`config.mk`:
```
export PLATFORM = sky130hd
export DESIGN_NAME = dyn_bus_sizer
export DESIGN_NICKNAME = d
export VERILOG_FILES = /design/src/rtl/bsz_pkg.sv /design/src/rtl/bsz_ack_decode.sv /design/src/rtl/bsz_datapath.sv /design/src/rtl/bsz_ctrl.sv /design/src/rtl/dyn_bus_sizer.sv
export SDC_FILE = /design/constraint.sdc
export NUM_CORES = 1
export LEC_CHECK = 0
export ABC_AREA = 1
export ABC_CLOCK_PERIOD_IN_PS = 6100
export CAP_MARGIN = 20
export CELL_PAD_IN_SITES_DETAIL_PLACEMENT = 0
export CELL_PAD_IN_SITES_GLOBAL_PLACEMENT = 1
export CORE_UTILIZATION = 37
export DETAILED_ROUTE_END_ITERATION = 8
export PLACE_DENSITY_LB_ADDON = 0.1
export SLEW_MARGIN = 10
export SYNTH_ARGS = -nofsm -noshare
export SYNTH_HDL_FRONTEND = slang
export SYNTH_SLANG_ARGS = --single-unit
```
`constraint.sdc`:
```
create_clock -name clk -period 6.1 [get_ports clk]
set_clock_uncertainty 0.05 [all_clocks]
set_input_delay 1.22 -clock clk [delete_from_list [all_inputs] [get_ports clk]]
set_output_delay 1.22 -clock clk [all_outputs]
set_load 0.005 [all_outputs]
```
`src/rtl/bsz_pkg.sv`:
```
package bsz_pkg;
  localparam int OP_BYTES = 4;
  localparam int OP_W     = 8 * OP_BYTES;
  localparam int LANE_W   = 16;
  localparam int CNT_W    = $clog2(OP_BYTES + 1);

  typedef enum logic [1:0] {
    SZ_BYTE = 2'd0,
    SZ_WORD = 2'd1,
    SZ_TRI  = 2'd2,
    SZ_LONG = 2'd3
  } op_size_t;

  typedef enum logic [1:0] {
    ACK_WAIT,
    ACK_PORT8,
    ACK_PORT16,
    ACK_RESV
  } ack_kind_t;
endpackage

```
`src/rtl/bsz_ack_decode.sv`:
```
module bsz_ack_decode
  import bsz_pkg::*;
(
  input  logic [1:0] ack_n,
  output ack_kind_t  kind
);
  always_comb begin
    unique case (ack_n)
      2'b11:   kind = ACK_WAIT;
      2'b10:   kind = ACK_PORT8;
      2'b01:   kind = ACK_PORT16;
      default: kind = ACK_RESV;
    endcase
  end
endmodule

```
`src/rtl/bsz_datapath.sv`:
```
module bsz_datapath
  import bsz_pkg::*;
#(
  parameter int AW = 24
) (
  input  logic              clk,
  input  logic              rst_n,
  input  logic              load,
  input  op_size_t          size_in,
  input  logic [AW-1:0]     addr_in,
  input  logic              write_in,
  input  logic [OP_W-1:0]   wdata_in,
  input  logic              step,
  input  logic              wide,
  input  logic [LANE_W-1:0] din,
  output logic [AW-1:0]     addr,
  output logic [LANE_W-1:0] dout,
  output logic              wr,
  output logic [OP_W-1:0]   rdata,
  output logic              last
);
  logic [AW-1:0]    addr_q, addr_d;
  logic [CNT_W-1:0] cnt_q, cnt_d, moved;
  logic [OP_W-1:0]  wbuf_q, wbuf_d, rbuf_q, rbuf_d;
  logic             wr_q, wr_d;
  logic             multi, take2;

  always_comb begin
    multi  = cnt_q > CNT_W'(1);
    take2  = wide && multi;
    moved  = take2 ? CNT_W'(2) : CNT_W'(1);
    last   = (cnt_q == moved);
    addr_d = addr_q;
    cnt_d  = cnt_q;
    wbuf_d = wbuf_q;
    rbuf_d = rbuf_q;
    wr_d   = wr_q;
    if (load) begin
      addr_d = addr_in;
      wr_d   = write_in;
      rbuf_d = '0;
      unique case (size_in)
        SZ_BYTE: begin cnt_d = CNT_W'(1); wbuf_d = {wdata_in[7:0],  24'h0}; end
        SZ_WORD: begin cnt_d = CNT_W'(2); wbuf_d = {wdata_in[15:0], 16'h0}; end
        SZ_TRI:  begin cnt_d = CNT_W'(3); wbuf_d = {wdata_in[23:0], 8'h0};  end
        default: begin cnt_d = CNT_W'(4); wbuf_d = wdata_in;                end
      endcase
    end else if (step) begin
      addr_d = addr_q + AW'(moved);
      cnt_d  = cnt_q - moved;
      if (take2) begin
        wbuf_d = {wbuf_q[OP_W-17:0], 16'h0};
        rbuf_d = {rbuf_q[OP_W-17:0], din};
      end else begin
        wbuf_d = {wbuf_q[OP_W-9:0], 8'h0};
        rbuf_d = {rbuf_q[OP_W-9:0], din[15:8]};
      end
    end
  end

  always_ff @(posedge clk or negedge rst_n) begin
    if (!rst_n) begin
      addr_q <= '0;
      cnt_q  <= '0;
      wbuf_q <= '0;
      rbuf_q <= '0;
      wr_q   <= 1'b0;
    end else if (load || step) begin
      addr_q <= addr_d;
      cnt_q  <= cnt_d;
      wbuf_q <= wbuf_d;
      rbuf_q <= rbuf_d;
      wr_q   <= wr_d;
    end
  end

  assign addr  = addr_q;
  assign dout  = {wbuf_q[OP_W-1:OP_W-8], multi ? wbuf_q[OP_W-9:OP_W-16] : 8'h00};
  assign wr    = wr_q;
  assign rdata = rbuf_q;


  step_wide_chk: assert property (@(posedge clk) disable iff (!rst_n)
    (step && !load && wide && cnt_q > CNT_W'(1)) |=> (addr_q == $past(addr_q) + AW'(2)));

  step_narrow_chk: assert property (@(posedge clk) disable iff (!rst_n)
    (step && !load && !wide) |=> (addr_q == $past(addr_q) + AW'(1)));
endmodule

```
`src/rtl/bsz_ctrl.sv`:
```
module bsz_ctrl
  import bsz_pkg::*;
(
  input  logic      clk,
  input  logic      rst_n,
  input  logic      req_valid,
  input  ack_kind_t kind,
  input  logic      last,
  output logic      load,
  output logic      step,
  output logic      strobe,
  output logic      busy,
  output logic      done,
  output logic      err
);
  typedef enum logic [1:0] { S_IDLE, S_RUN, S_GAP } state_t;

  state_t state_q, state_d;
  logic   done_q, done_d, err_q, err_d;

  always_comb begin
    state_d = state_q;
    load    = 1'b0;
    step    = 1'b0;
    done_d  = 1'b0;
    err_d   = 1'b0;
    unique case (state_q)
      S_IDLE: if (req_valid) begin
        load    = 1'b1;
        state_d = S_RUN;
      end
      S_RUN: begin
        unique case (kind)
          ACK_PORT8, ACK_PORT16: begin
            step = 1'b1;
            if (last) begin
              done_d  = 1'b1;
              state_d = S_IDLE;
            end else begin
              state_d = S_GAP;
            end
          end
          ACK_RESV: begin
            done_d  = 1'b1;
            err_d   = 1'b1;
            state_d = S_IDLE;
          end
          default: state_d = S_RUN;
        endcase
      end
      default: state_d = S_RUN;
    endcase
  end

  always_ff @(posedge clk or negedge rst_n) begin
    if (!rst_n) begin
      state_q <= S_IDLE;
      done_q  <= 1'b0;
      err_q   <= 1'b0;
    end else begin
      state_q <= state_d;
      done_q  <= done_d;
      err_q   <= err_d;
    end
  end

  assign strobe = (state_q == S_RUN);
  assign busy   = (state_q != S_IDLE);
  assign done   = done_q;
  assign err    = err_q;


  resv_abort_chk: assert property (@(posedge clk) disable iff (!rst_n)
    (strobe && kind == ACK_RESV) |=> (done && err && !strobe));

  done_quiet_chk: assert property (@(posedge clk) disable iff (!rst_n)
    done |-> !strobe);

  gap_one_chk: assert property (@(posedge clk) disable iff (!rst_n)
    (step && !last) |=> (!strobe ##1 strobe));
endmodule

```
`src/rtl/dyn_bus_sizer.sv`:
```
module dyn_bus_sizer
  import bsz_pkg::*;
#(
  parameter int AW = 24
) (
  input  logic          clk,
  input  logic          rst_n,
  input  logic          req_valid,
  input  logic [1:0]    req_size,
  input  logic [AW-1:0] req_addr,
  input  logic          req_write,
  input  logic [31:0]   req_wdata,
  output logic          busy,
  output logic          done,
  output logic          err,
  output logic [31:0]   rdata,
  output logic          bus_strobe,
  output logic          bus_write,
  output logic [AW-1:0] bus_addr,
  output logic [15:0]   bus_dout,
  input  logic [15:0]   bus_din,
  input  logic [1:0]    ack_n
);
  ack_kind_t kind;
  logic      load, step, last, wr;

  bsz_ack_decode u_dec (
    .ack_n (ack_n),
    .kind  (kind)
  );

  bsz_ctrl u_ctrl (
    .clk       (clk),
    .rst_n     (rst_n),
    .req_valid (req_valid),
    .kind      (kind),
    .last      (last),
    .load      (load),
    .step      (step),
    .strobe    (bus_strobe),
    .busy      (busy),
    .done      (done),
    .err       (err)
  );

  bsz_datapath #(.AW(AW)) u_dp (
    .clk      (clk),
    .rst_n    (rst_n),
    .load     (load),
    .size_in  (op_size_t'(req_size)),
    .addr_in  (req_addr),
    .write_in (req_write),
    .wdata_in (req_wdata),
    .step     (step),
    .wide     (kind == ACK_PORT16),
    .din      (bus_din),
    .addr     (bus_addr),
    .dout     (bus_dout),
    .wr       (wr),
    .rdata    (rdata),
    .last     (last)
  );

  assign bus_write = wr && bus_strobe;


  wait_hold_chk: assert property (@(posedge clk) disable iff (!rst_n)
    (bus_strobe && ack_n == 2'b11) |=> (bus_strobe && $stable(bus_addr) && $stable(bus_dout)));
endmodule

```
======== Word level (Yosys, flattened, before mapping) ========
Cells that the tools add are included.
storage, ports and cells
  register bits after elaboration ......... 96
  input bits .............................. 80
  output and inout port bits .............. 77
  word-level logic and storage cells ...... 60
cells by class
  add/sub/neg operators ................... 2
  order comparisons ....................... 1
  eq/ne operators ......................... 11
  multiplexer cells ....................... 28
  reduce and logical (&&, ||, !) cells .... 10
operator list
  operator                                                                         number
  32-bit two-way mux                                                               6
  32-bit case mux with 3 select lines                                              1
  24-bit two-way mux                                                               2
  24-bit by 3-bit adder with 24-bit output                                         1
  2-bit equality test, second input constant                                       5
  3-bit case mux with 3 select lines                                               1
  2-bit by 1-bit equality test with 1-bit output, second input constant            4
  1-bit two-way mux                                                                8
  8-bit two-way mux                                                                1
  2-bit case mux with 2 select lines                                               2
  2-bit two-way mux                                                                3
  3-bit two-way mux                                                                2
  2-bit case mux with 3 select lines                                               1
  2-bit logical NOT                                                                2
  2-bit AND reduction                                                              2
  2-bit nonzero test                                                               2
  3-bit equality test                                                              1
  3-bit by 1-bit greater-than comparator with 1-bit output, second input constant  1
  3-bit subtractor                                                                 1
  1-bit logical AND                                                                2
  2-bit inequality test, second input constant                                     1
  1-bit case mux with 2 select lines                                               1
  2-bit OR reduction                                                               1
  1-bit logical OR                                                                 1

======== Longest topological paths before layout ========
  depth after elaboration ................. 9
  depth in mapped cells ................... 17
  gate-level depth less buffers ........... 15

======== By module ========
A second synthesis with hierarchy kept.
second synthesis, totals
  cells, all modules ...................... 784
  area total of the unflattened synthesis .. 5769.3 sq um
modules (own cells, without submodules)
  module          instances  cells each  area an instance (sq um)  sequential area each (sq um)
  bsz_datapath    1          749         5527.8                    2302.2
  bsz_ctrl        1          29          216.5                     100.1
  dyn_bus_sizer   1          4           17.5                      0.0
  bsz_ack_decode  1          2           7.5                       0.0

======== Least setup slack after synthesis ========
Ideal clock, no wire load.
  kind .................................... input -> register
  start ................................... input ack_n[1]
  end ..................................... register u_dp.addr_q[22] (netlist: u_dp.addr[22])
  library setup time ...................... 0.121 ns
  arrival time ............................ 2.794 ns
  data required time ...................... 5.929 ns
  setup slack ............................. 3.135 ns
  cell stages on the path ................. 16
  buffers on the path ..................... 2
  path through ............................ inv_1 -> ha_1 -> nand2_2 -> buf_6 -> buf_2 -> xor2_1 -> inv_1 -> ha_1 -> inv_1 -> nand2_2 -> nand2_1 -> inv_2 -> nand3b_1 -> nand2_1 -> o21bai_1 -> nand2_1
on the way
  word-level cells in the longest chain between the ends .. 8
  elaborated cells on any way between the ends .. 17
  classes of those cells .................. add/sub (1); eq/ne (5); mux (6); reduce/logical (5)
ends and longest elaborated chain
  element                                                                                       RTL line                             RTL
  start, declared                                                                               dyn_bus_sizer.sv:22                  input logic [1:0] ack_n
  2-bit by 1-bit equality test with 1-bit output / 2-bit equality test (equally long branches)  bsz_ack_decode.sv:8                  unique case (ack_n)
  2-bit case mux with 3 select lines (*)                                                        bsz_ack_decode.sv:8
  2-bit equality test / 2-bit by 1-bit equality test with 1-bit output (equally long branches)  bsz_ctrl.sv:33, dyn_bus_sizer.sv:55
  1-bit logical AND / 2-bit OR reduction (equally long branches)                                bsz_datapath.sv:30, bsz_ctrl.sv:33
  2-bit two-way mux / 1-bit two-way mux (equally long branches)                                 bsz_datapath.sv:31, bsz_ctrl.sv:33
  24-bit by 3-bit adder with 24-bit output / 1-bit two-way mux (equally long branches)          bsz_datapath.sv:49, bsz_ctrl.sv:27
  24-bit two-way mux, or another cell as far along                                              bsz_datapath.sv:48                   end else if (step) begin
  24-bit two-way mux / 2-bit AND reduction (equally long branches)                              --
  end signal, assigned                                                                          bsz_datapath.sv:69                   addr_q <= addr_d;
  end, declared                                                                                 bsz_datapath.sv:22                   logic [AW-1:0] addr_q, addr_d;
Every way passes the cells marked *; elsewhere a longest branch is shown, timed or not. The select of a mux whose other input is x is not followed.
A chain may end at the register's enable or synchronous reset.

======== Final worst setup path ========
  start ................................... input ack_n[1]
  end ..................................... register u_dp.addr_q[20] (netlist: u_dp.addr[20])
Same word-level chain as after synthesis.

==> impl_metrics.yaml <==
cts:
  post_cts_setup_buffer_count: 0
  cts_max_path_buffers: 2
  clock_tree_from_tritoncts: "yes"
  clk_latency_ns: 0.36
  postCtsResizedCells: 0
  cts_inserted_buffers: 9
  clock_slew_at_the_register_clock_pins_of_the_worst_setup_and_hold_paths_ns: 0.07
  holdBufCountCts: 0
  cts.sinks: 96
  root_buffer: "clkbuf_16"
  cts.htree.levels: 3
die:
  floorplan.die.width_um: 127
  boundaryPins: 157
  core_sq_um: 15300
  die_h_um: 127
  fp-row-count: 45
  initial_cell_density_of_the_core: 0.381
  design.die.area_sq_um: 16200
worst_setup_path:
  crit-reg2reg-capture: "u_dp.wbuf_q[13]$_DFFE_PN0P_"
  setup.worst_path.start: "ack_n[1]"
  rr_startpoint: "u_ctrl.state_q[1]$_DFFE_PN0P_"
  worst_setup_path_end_kind: "flop"
  timing.critical_path.fanout_max: 46
  crit_required_ns: 6.30
  critical_path_arrival_ns: 3.82
  critPathKind: "in -> reg"
  reg2regPathDepth: 7
  flop_to_flop_setup_slack_ns: 3.41
  worst_setup_path_start_kind: "input port"
timing:
  fraction_of_the_cycle_the_final_worst_path_needs: 0.593
  worst_margin_slew_ns: 0.885
  slew_headroom: 0.409
  whs_ns: 0.444
  hold_viol: 0
  final_max_slew_viol_count: 0
  setup_tns_ns: 0
  fmaxAchievable_mhz: 276
  finalSetupViolCount: 0
  period_needed_ns: 3.62
  rsz_0062_raised_after_global_routing: "false"
yosys:
  seq_area_frac_synth: 0.413
  netlist_top_cells_area: "dfrtp_1 41%, nand2_1 12%, o21ai_0 8.8%"
  synthesis.instances: 797
  number_of_nets_in_the_synthesized_netlist: 888
  synth.cell_area_sq_um: 5810
  yosysWarnings: 0
  syn_avg_cell_area_sq_um: 7.29
  synth_largest_type_area_fraction: 0.413
  ys_ff_latch: 96
  synth_top_cell_by_area: "dfrtp_1"
  ys_types: 37
power_and_ir_drop:
  share_of_total_power_in_combinational_logic: 0.474
  power.density_nw_per_um2: 432
  sequential_share_of_power: 0.337
  power.net_switching_mw: 1.36
  total_power_mw: 3.34
  power.switching_fraction: 0.406
  power.share.clock: 0.189
  cellInternalPower_mw: 1.98
  ir_drop_mv: 0.205
  power.leakage_nw: 3.30
global_route:
  grtUsageTotal: 0.232
  grt_max_degree: 66
  wire_length_of_the_first_global_routing_pass_mm: 29.4
  number_of_global_route_vias_before_repair: 5612
  grt.overflow.total: 0
  grt_antenna_before_repair: 0
final_layout:
  fin_area_sq_um: 7730
  syn2layout_area_growth_pct: 33.0
  fill_cell_total_of_the_finished_layout: 1554
  layout-drive-gt1-share: 0.0605
  antenna-diode-count: 0
  finalNetCount: 1011
placed_design:
  place_congestion: 0.866
  placed_cell_area_sq_um: 7410
  place_hpwl_mm: 12.8
  port_buffers: 156
detailed_routing:
  wirelength_mm: 18.1
  via_count: 5810
  routed_via_density: 5.11
  drt-initial-drc-count: 415
  drcViolationCount: 0
  route.antenna.remaining_nets: 0
  drt_pass1_iterations: 7
  avgRoutedWirePerCell_um: 15.9
run:
  drv_cap: 0
min_path:
  hold_start: "u_dp.rdata[29]$_DFFE_PN0P_"
  whs_endpoint: "u_dp.rdata[29]$_DFFE_PN0P_"
  worst_hold_path.num_cells: 2
  worstHoldPathType: "reg -> reg"
outcome:
  status: "finished clean"
==> power by group through the flow <==
stage | logic, mW | clock network [mW] | registers [mW]
2_1_floorplan | 0.919 | 0 | 1.08
3_3_place_gp | 1.57 | 0 | 1.12
3_5_place_dp | 1.59 | 0 | 1.13
4_1_cts | 1.59 | 0.643 | 1.12
5_1_grt | 1.76 | 0.668 | 1.16
6_report | 1.58 | 0.631 | 1.13
==> cells in the mapped netlist <==
cell and instances:
a21oi_1 18, a22o_1 1, a22oi_1 1, a31o_2 1, a31oi_1 8, buf_1 1, buf_2 27, buf_4 10
buf_6 1, clkbuf_1 9, clkinv_2 1, dfrtp_1 96, fa_1 1, ha_1 10, inv_1 74, inv_2 6
nand2_1 188, nand2_2 8, nand2_4 1, nand2_8 1, nand3_1 39, nand3_4 1, nand3b_1 2, nand4_1 3
nand4_4 1, nor2_1 92, nor2_2 5, nor2_4 3, nor3_1 1, o211ai_1 22, o21ai_0 102, o21ai_1 37
o21bai_1 3, o221ai_1 12, or2_2 8, xnor2_1 1, xor2_1 2
==> per-layer routing <==
metal	track usage	routed length, um	up-vias
li1	-	-	2859
met1	0.323	8680	2742
met2	0.367	8210	190
met3	0.0373	894	19
met4	0.0770	295	0
met5	0	0	-
==> cell usage in the layout (no fill, tap or decap), types with 2 or more instances in the layout <==
cell,count
a21oi_1,18
a31oi_1,8
buf_4,5
bufinv_16,2
clkbuf_16,9
clkdlybuf4s50_1,155
dfrtp_1,96
ha_1,10
inv_1,74
inv_2,6
inv_6,2
nand2_1,188
nand2_2,8
nand3_1,39
nand3b_1,2
nand4_1,3
nor2_1,92
nor2_2,5
nor2_4,3
o211ai_1,22
o21ai_0,102
o21ai_1,37
o21bai_1,3
o221ai_1,12
or2_2,8
xor2_1,2
==> flip-flops by register name, indices dropped and copies added, names as in the netlist <==
name,count
u_dp.rdata,32
u_ctrl.done,1
u_dp.cnt_q,3
u_ctrl.state_q,2
u_dp.wr,1
u_dp.wbuf_q,32
u_ctrl.err,1
u_dp.addr,24
==> logic make-up (layout without fill, tap and decap cells) <==
family	Yosys count	after routing	share of synthesized area
fa+ha+maj	11	11	0.0250
flops	96	96	0.413
simple gates	353	353	0.262
compound gates	205	205	0.198
xor+xnor	3	3	0.00452
buf+inv	129	257	0.0971
==> area by class of cell <==
type	instances	area [sq um]	share of cell area
Clock buffer	10	229	0.0296
Clock inverter	6	97.6	0.0126
Inverter	81	305	0.0395
Multi-Input combinational cell	572	2850	0.368
Sequential cell	96	2400	0.311
Tap cell	211	264	0.0341
Timing Repair Buffer	160	1590	0.206
==> through the flow <==
stage / setup WS [ns] / cells / util
after global placement: 2.16 / 1120 / 0.485
after detailed placement: 2.11 / 1120 / 0.485
after global routing: 2.19 / 1136 / 0.507
final: 2.48 / 1136 / 0.507
after floorplan: 3.13 / 797 / -
after CTS: 2.47 / 1136 / 0.507
==> critical path, stage by stage <==
cell	delay (ns)
clkdlybuf4s50_1	0.48
inv_1	0.06
ha_1	0.22
nand2_2	0.09
clkinv_2	0.52
nor2_1	0.26
ha_1	0.18
inv_1	0.05
nand2_2	0.14
nand2_1	0.11
inv_1	0.14
nand2_1	0.06
nand2_1	0.06
nand3_1	0.06
nand3_1	0.10
nand2_1	0.06
==> worst max path at each step <==
| stage | endpoint | slack (ns) | cells past startpoint |
|---|---|---|---|
| 3_3_place_gp | u_dp.addr[20]$_DFFE_PN0P_ | 2.16 | 16 |
| 2_1_floorplan | u_dp.addr[22]$_DFFE_PN0P_ | 3.13 | 16 |
| 5_1_grt | u_dp.addr[22]$_DFFE_PN0P_ | 2.19 | 16 |
| 4_1_cts | u_dp.addr[22]$_DFFE_PN0P_ | 2.47 | 16 |
| 6_report | u_dp.addr[20]$_DFFE_PN0P_ | 2.48 | 16 |
| 3_5_place_dp | u_dp.addr[20]$_DFFE_PN0P_ | 2.11 | 16 |
(Power assumes the default switching activity.)
